[config.mk]
export PLATFORM = sky130hd
export DESIGN_NAME = line_gap_dma
export DESIGN_NICKNAME = d
export VERILOG_FILES = /design/src/rtl/ldma_pkg.sv /design/src/rtl/ldma_datapath.sv /design/src/rtl/ldma_ctrl.sv /design/src/rtl/line_gap_dma.sv
export SDC_FILE = /design/constraint.sdc
export NUM_CORES = 1
export LEC_CHECK = 0
export BUFFER_PORTS_ARGS = -buffer_cell sky130_fd_sc_hd__buf_2
export CORE_MARGIN = 2
export CORE_UTILIZATION = 40
export CTS_BUF_LIST = sky130_fd_sc_hd__clkbuf_8
export DETAILED_ROUTE_END_ITERATION = 12
export PLACE_DENSITY = 0.69
export REMOVE_ABC_BUFFERS = 1
export SLEW_MARGIN = 0
export SYNTH_ARGS = -nofsm -noshare
export SYNTH_HDL_FRONTEND = slang
export SYNTH_SLANG_ARGS = --single-unit
[constraint.sdc]
create_clock -name clk -period 1.8 [get_ports clk]
set_input_delay 0.27 -clock clk [delete_from_list [all_inputs] [get_ports clk]]
set_output_delay 0.27 -clock clk [all_outputs]
set_load 0.02 [all_outputs]
[src/rtl/ldma_pkg.sv]
package ldma_pkg;
  typedef struct packed {
    logic loadCfg;
    logic stepAddr;
    logic dropChunk;
  } ldmaStrobe_t;

  typedef enum logic [1:0] {
    ST_IDLE  = 2'd0,
    ST_READ  = 2'd1,
    ST_WRITE = 2'd2,
    ST_STALL = 2'd3
  } ldmaState_t;
endpackage

[src/rtl/ldma_datapath.sv]
module ldma_datapath #(
  parameter int ADDR_W = 16,
  parameter int DATA_W = 8,
  parameter int LEN_W = 16,
  parameter int CHUNK_BYTES = 16
) (
  input  logic                   clk,
  input  logic                   rstN,
  input  ldma_pkg::ldmaStrobe_t  strobe,
  input  logic [ADDR_W-1:0]      startSrc,
  input  logic [ADDR_W-1:0]      startDst,
  input  logic [LEN_W-1:0]       startLen,
  input  logic [DATA_W-1:0]      memRdData,
  output logic [ADDR_W-1:0]      srcAddr,
  output logic [ADDR_W-1:0]      dstAddr,
  output logic [DATA_W-1:0]      wrData,
  output logic                   lenZero
);
  localparam int LOW_W = $clog2(CHUNK_BYTES);
  localparam logic [LEN_W-1:0] CHUNK_LEN = LEN_W'(CHUNK_BYTES);

  logic [LEN_W-1:0] lenQ;

  always_ff @(posedge clk) begin
    if (!rstN) begin
      srcAddr <= '0;
      dstAddr <= '0;
      lenQ    <= '0;
    end else if (strobe.loadCfg) begin
      srcAddr <= startSrc;
      dstAddr <= startDst;
      lenQ    <= {startLen[LEN_W-1:LOW_W], {LOW_W{1'b0}}};
    end else begin
      if (strobe.stepAddr) begin
        srcAddr <= srcAddr + 1'b1;
        dstAddr <= dstAddr + 1'b1;
      end
      if (strobe.dropChunk) lenQ <= lenQ - CHUNK_LEN;
    end
  end

  assign wrData  = memRdData;
  assign lenZero = (lenQ == '0);

  AST_ADDR_STEP: assert property (@(posedge clk) disable iff (!rstN)
    (strobe.stepAddr && !strobe.loadCfg) |=> (srcAddr == $past(srcAddr) + 1'b1)
      && (dstAddr == $past(dstAddr) + 1'b1));
  AST_LEN_STEP: assert property (@(posedge clk) disable iff (!rstN)
    (strobe.dropChunk && !strobe.loadCfg) |=> (lenQ == $past(lenQ) - CHUNK_LEN));
  AST_LEN_ALIGNED: assert property (@(posedge clk) disable iff (!rstN)
    lenQ[LOW_W-1:0] == '0);
endmodule

[src/rtl/ldma_ctrl.sv]
module ldma_ctrl #(
  parameter int LINE_W = 8,
  parameter int VISIBLE_LINES = 144,
  parameter int CHUNK_BYTES = 16,
  parameter int STALL_BASE = 8
) (
  input  logic                   clk,
  input  logic                   rstN,
  input  logic                   blankPulse,
  input  logic [LINE_W-1:0]      lineNum,
  input  logic                   blankMode,
  input  logic                   fastClock,
  input  logic                   startReq,
  input  logic                   lenZero,
  output ldma_pkg::ldmaStrobe_t  strobe,
  output logic                   rdEn,
  output logic                   wrEn,
  output logic                   cpuStall
);
  import ldma_pkg::*;

  localparam int BYTE_W = $clog2(CHUNK_BYTES);
  localparam int STALL_W = $clog2(2 * STALL_BASE);
  localparam logic [BYTE_W-1:0] LAST_BYTE = BYTE_W'(CHUNK_BYTES - 1);
  localparam logic [STALL_W-1:0] STALL_SLOW = STALL_W'(STALL_BASE - 1);
  localparam logic [STALL_W-1:0] STALL_FAST = STALL_W'(2 * STALL_BASE - 1);

  ldmaState_t state, stateNext;
  logic [BYTE_W-1:0] byteCnt;
  logic [STALL_W-1:0] stallCnt;
  logic eligible;

  assign eligible = blankPulse && blankMode && !lenZero &&
                    (lineNum < LINE_W'(VISIBLE_LINES));

  always_comb begin
    stateNext = state;
    case (state)
      ST_IDLE:  if (eligible) stateNext = ST_READ;
      ST_READ:  stateNext = ST_WRITE;
      ST_WRITE: stateNext = (byteCnt == LAST_BYTE) ? ST_STALL : ST_READ;
      ST_STALL: if (stallCnt == '0) stateNext = ST_IDLE;
      default:  stateNext = ST_IDLE;
    endcase
  end

  always_ff @(posedge clk) begin
    if (!rstN) begin
      state    <= ST_IDLE;
      byteCnt  <= '0;
      stallCnt <= '0;
    end else begin
      state <= stateNext;
      if (state == ST_IDLE) byteCnt <= '0;
      else if (state == ST_WRITE) byteCnt <= byteCnt + 1'b1;
      if (state == ST_WRITE && byteCnt == LAST_BYTE)
        stallCnt <= fastClock ? STALL_FAST : STALL_SLOW;
      else if (state == ST_STALL && stallCnt != '0)
        stallCnt <= stallCnt - 1'b1;
    end
  end

  assign rdEn     = (state == ST_READ);
  assign wrEn     = (state == ST_WRITE);
  assign cpuStall = (state == ST_STALL);
  assign strobe.loadCfg   = startReq && (state == ST_IDLE);
  assign strobe.stepAddr  = wrEn;
  assign strobe.dropChunk = wrEn && (byteCnt == LAST_BYTE);

  AST_RD_WR_EXCLUSIVE: assert property (@(posedge clk) disable iff (!rstN)
    !(rdEn && wrEn));
  AST_WR_AFTER_RD: assert property (@(posedge clk) disable iff (!rstN)
    wrEn |-> $past(rdEn));
  AST_STALL_NO_MEM: assert property (@(posedge clk) disable iff (!rstN)
    cpuStall |-> (!rdEn && !wrEn));
  AST_START_GATED: assert property (@(posedge clk) disable iff (!rstN)
    (rdEn && $past(state) == ST_IDLE) |-> $past(blankPulse && blankMode && !lenZero));
  AST_STALL_AFTER_CHUNK: assert property (@(posedge clk) disable iff (!rstN)
    $rose(cpuStall) |-> $past(wrEn));
endmodule

[src/rtl/line_gap_dma.sv]
module line_gap_dma #(
  parameter int ADDR_W = 16,
  parameter int DATA_W = 8,
  parameter int LEN_W = 16,
  parameter int LINE_W = 8,
  parameter int VISIBLE_LINES = 144,
  parameter int CHUNK_BYTES = 16,
  parameter int STALL_BASE = 8
) (
  input  logic              clk,
  input  logic              rstN,
  input  logic              blankPulse,
  input  logic [LINE_W-1:0] lineNum,
  input  logic              blankMode,
  input  logic              fastClock,
  input  logic              startReq,
  input  logic [ADDR_W-1:0] startSrc,
  input  logic [ADDR_W-1:0] startDst,
  input  logic [LEN_W-1:0]  startLen,
  output logic              memRdEn,
  output logic [ADDR_W-1:0] memRdAddr,
  input  logic [DATA_W-1:0] memRdData,
  output logic              memWrEn,
  output logic [ADDR_W-1:0] memWrAddr,
  output logic [DATA_W-1:0] memWrData,
  output logic              cpuStall,
  output logic              busy
);
  ldma_pkg::ldmaStrobe_t strobe;
  logic lenZero;

  ldma_ctrl #(
    .LINE_W(LINE_W), .VISIBLE_LINES(VISIBLE_LINES),
    .CHUNK_BYTES(CHUNK_BYTES), .STALL_BASE(STALL_BASE)
  ) u_ctrl (
    .clk(clk), .rstN(rstN), .blankPulse(blankPulse), .lineNum(lineNum),
    .blankMode(blankMode), .fastClock(fastClock), .startReq(startReq),
    .lenZero(lenZero), .strobe(strobe), .rdEn(memRdEn), .wrEn(memWrEn),
    .cpuStall(cpuStall)
  );

  ldma_datapath #(
    .ADDR_W(ADDR_W), .DATA_W(DATA_W), .LEN_W(LEN_W), .CHUNK_BYTES(CHUNK_BYTES)
  ) u_datapath (
    .clk(clk), .rstN(rstN), .strobe(strobe), .startSrc(startSrc),
    .startDst(startDst), .startLen(startLen), .memRdData(memRdData),
    .srcAddr(memRdAddr), .dstAddr(memWrAddr), .wrData(memWrData),
    .lenZero(lenZero)
  );

  assign busy = !lenZero;

  AST_BUSY_FALLS_ON_WRITE: assert property (@(posedge clk) disable iff (!rstN)
    $fell(busy) |-> $past(memWrEn));
endmodule

==> impl_results.md <==
* Hold violation total from the final report at 0
* IO buf count at 89
* DRT antenna net count at 0
* Die footprint at 8056 sq um
* Psw at 0.7953 mW
* Critical path capture point type: register
* Dpl cells at 556
* Mux cell area share after synthesis at 2.510%
* PwrDens at 717.7 nW/um^2
* TritonCTS buffer count at 5
* Fin nets at 543
* Slowest-stage cell, CP: or4_4
* WP data required at 2.04 ns
* Row count at 31
* Clock Sinks at 54
* Worst-path clk slew at 0.10 ns
* Synth cell types at 42
* Internal power at 1.964 mW
* Synth Area in XOR/XNOR at 9.528%
* Setup Crit Path Kind: register to register
* DRC viols at 0
* Total gr overflow at 0
* CP bufs+invs at 0
* Main flop type after synthesis: dfxtp_1
* Clock Power Share at 28.6%
* Vias at 2968
* Clock Path Buffers at 2
* Overall Global Routing Usage at 19.02%
* Post-route non-filler standard cell count at 567
* Run status: complete, but fails checks
* Ports at 114
* Hpwl dp at 5.520 mm
* Die H at 89.76 um
* Routability cong. at 0.8099
* Max-slew headroom at 75.28%
* Worst path arrival time at 2.22 ns
* Max-cap viol count at 0
* Largest net degree at the start of global routing at 46
* Worst setup SP type: register
* Fraction of layout cells with a size suffix above 1 at 32.48%
* Min-delay src: startDst[11]
* Starting Density at 40.99%
* Endpoints failing setup at 3
* Clock Skew at 0.01162 ns
* CP delay by family, top: simple AND/OR/NAND/NOR gates
* Vias in the first global route at 2957
* Ys async rst share at 0%
* Comb power frac at 21.6%
* Drt total wl at 7.594 mm
* Final setup margin at -0.1775 ns
* Leading cell types in the layout, fill and taps excluded: buf_2 (88), dfxtp_1 (52), a21oi_1 (40), o21ai_0 (37), buf_4 (36)
* Area of the multi-input gates at 1709 sq um
* Slowest cell delay on critical path at 0.54 ns
* Core area at 7176 sq um
* Failing checks: setup timing
* Number of antenna diodes at 0
* Number of flops mapped to enable cells by yosys at 0
* DRT iter0 DRCs at 146
* Compound-cell area share of the yosys netlist at 18.80%
* Via density at 5.235
* CP cell instances: or4_4 > or4_4 > or4_1 > a31oi_1
* Fin Setup TNS at -0.4234 ns
* Post-Syn Area at 2942 sq um
* Largest fanout on the critical path at 3
* CTS tree: built
* Reg power frac at 49.8%
* Sw frac at 28.82%
* P&R area growth vs syn at 30.71%
* H-tree Lvls at 2
* Drt pass-1 iters at 4
* Final Slew Violations at 0
* Wirelength per Cell at 13.39 um
* FF+latch area at 1084 sq um
* Yosys warning count at 0
* #FFs+latches synth at 54
* Worst-margin pin slew at 0.3673 ns
* Max IR drop VDD at 0.3482 mV
* Avg Inst Size Synth at 8.104 sq um
* Post-Syn Instances at 363
* Final period util at 109.9%
* Fill cells at 707
* Core Util, Final at 53.58%
* CP startpoint: u_datapath.lenQ[7]
* Commonest non-fill, non-tap cell in the layout: buf_2
* Clock latency on the worst-skew pair at 0.30 ns
* Post-synthesis adder-cell area fraction at 2.552%
* R2R Path Start: u_datapath.lenQ[7]
* Sequential fraction of the synthesis area at 36.75%
* Worst path most repeated cell: or4_4
* Cts hold-fix bufs at 0
* Hold Path Class: input pin to register
* Initial antenna violation count at 0
* Max Fclk at 505.7 MHz
* Hold slack at 0.1953 ns
* CTS root buf: clkbuf_8
* Synth Area in Simple Gates at 23.22%
* RSZ-0062 raised after global routing: yes
* Die W at 89.76 um
* Fin crit period at 1.978 ns
* P_leak at 1.535 nW
* First-pass GRT wire length at 13.11 mm
* Largest family of logic cells by synthesized area: simple AND/OR/NAND/NOR gates
## what timing repair did
item,CTS,global route
buffers inserted,2,1
resized for setup,5,7
endpoints found under the setup margin,3,9
pin swaps,2,5
gates cloned,0,0
## power by group through the flow
stage | clock network [mW] | registers, mW | logic (mW)
2_1_floorplan | 0 | 1.47 | 0.230
3_3_place_gp | 0 | 1.39 | 0.565
3_5_place_dp | 0 | 1.40 | 0.574
4_1_cts | 0.823 | 1.37 | 0.587
5_1_grt | 0.871 | 1.39 | 0.661
6_report | 0.788 | 1.38 | 0.596
## flip-flops by register name, indices dropped and copies added (netlist names)
name,cells
u_datapath.lenQ,12
u_ctrl.stallCnt,4
u_ctrl.byteCnt,4
u_ctrl.state,2
u_datapath.dstAddr,16
u_datapath.srcAddr,16
## metrics by stage
| step | instance area [sq um] | setup slack [ns] | total power [mW] |
|---|---|---|---|
| 2_1_floorplan | 2795 | -0.2797 | 1.701 |
| 3_3_place_gp | 3665 | -0.1675 | 1.960 |
| 3_5_place_dp | 3665 | -0.1756 | 1.972 |
| 4_1_cts | 3801 | -0.1743 | 2.782 |
| 5_1_grt | 3845 | -0.2500 | 2.922 |
| 6_report | 3845 | -0.1775 | 2.759 |
## worst min-delay path, stage by stage
cell and delay (ns):
buf_2 0.08, nand3_1 0.05, o21ai_0 0.06
## area by class of cell
type,instances,share of cell area [%]
Sequential cell,54,28.18
Timing Repair Buffer,128,20.11
Clock inverter,3,0.9762
Multi-Input combinational cell,265,44.45
Tap cell,99,3.222
Clock buffer,5,1.790
Inverter,13,1.269
## layer usage
| layer | share of wire (%) | vias to the layer above | track usage (%) |
|---|---|---|---|
| li1 | - | 1529 | - |
| met3 | 5.1 | 2 | 5.029 |
| met5 | 0 | - | 0 |
| met4 | 0.53 | 0 | 5.000 |
| met1 | 45 | 1364 | 23.22 |
| met2 | 50 | 73 | 33.27 |
## Yosys cell counts, drive strengths merged (2+ instances only)
| library cell | instances | area [sq um] |
|---|---|---|
| a31o | 2 | 17.52 |
| dfxtp | 54 | 1081 |
| inv | 13 | 48.80 |
| a21oi | 40 | 200.2 |
| and3 | 2 | 12.51 |
| or2 | 2 | 12.51 |
| nor3 | 11 | 55.05 |
| mux2i | 4 | 40.04 |
| nand3b | 6 | 45.04 |
| clkbuf | 21 | 78.83 |
| nand4 | 13 | 81.33 |
| a22oi | 3 | 22.52 |
| o31ai | 2 | 15.01 |
| a31oi | 3 | 18.77 |
| nand2b | 2 | 12.51 |
| o21ai | 38 | 190.2 |
| nor2 | 17 | 63.81 |
| nand4b | 3 | 26.28 |
| or4 | 3 | 30.03 |
| buf | 10 | 67.57 |
| a211oi | 6 | 45.04 |
| and3b | 2 | 17.52 |
| nand3 | 18 | 90.09 |
| xnor2 | 23 | 201.4 |
| nor4 | 16 | 100.1 |
| nand2 | 15 | 56.30 |
| ha | 6 | 75.07 |
| nor3b | 3 | 22.52 |
| xor2 | 9 | 78.83 |
| mux2 | 3 | 33.78 |
| or3 | 5 | 32.53 |
## path summary, 6_finish.rpt
check,end,depth (start not counted),slack [ns]
max reg2reg,u_datapath.lenQ[15],4,-0.18
max,u_datapath.lenQ[15],4,-0.18
min,u_datapath.dstAddr[11],3,0.20
min reg2reg,u_ctrl.byteCnt[1],2,0.50
## kinds of logic after synthesis
family | Yosys count
AND/OR/NAND/NOR | 121
adder cells (fa/ha/maj) | 6
XOR/XNOR | 32
buffers and inverters | 44
AO/OA/AOI/OAI | 99
multiplexers | 7
flip-flops | 54
(Power assumes the default switching activity.)
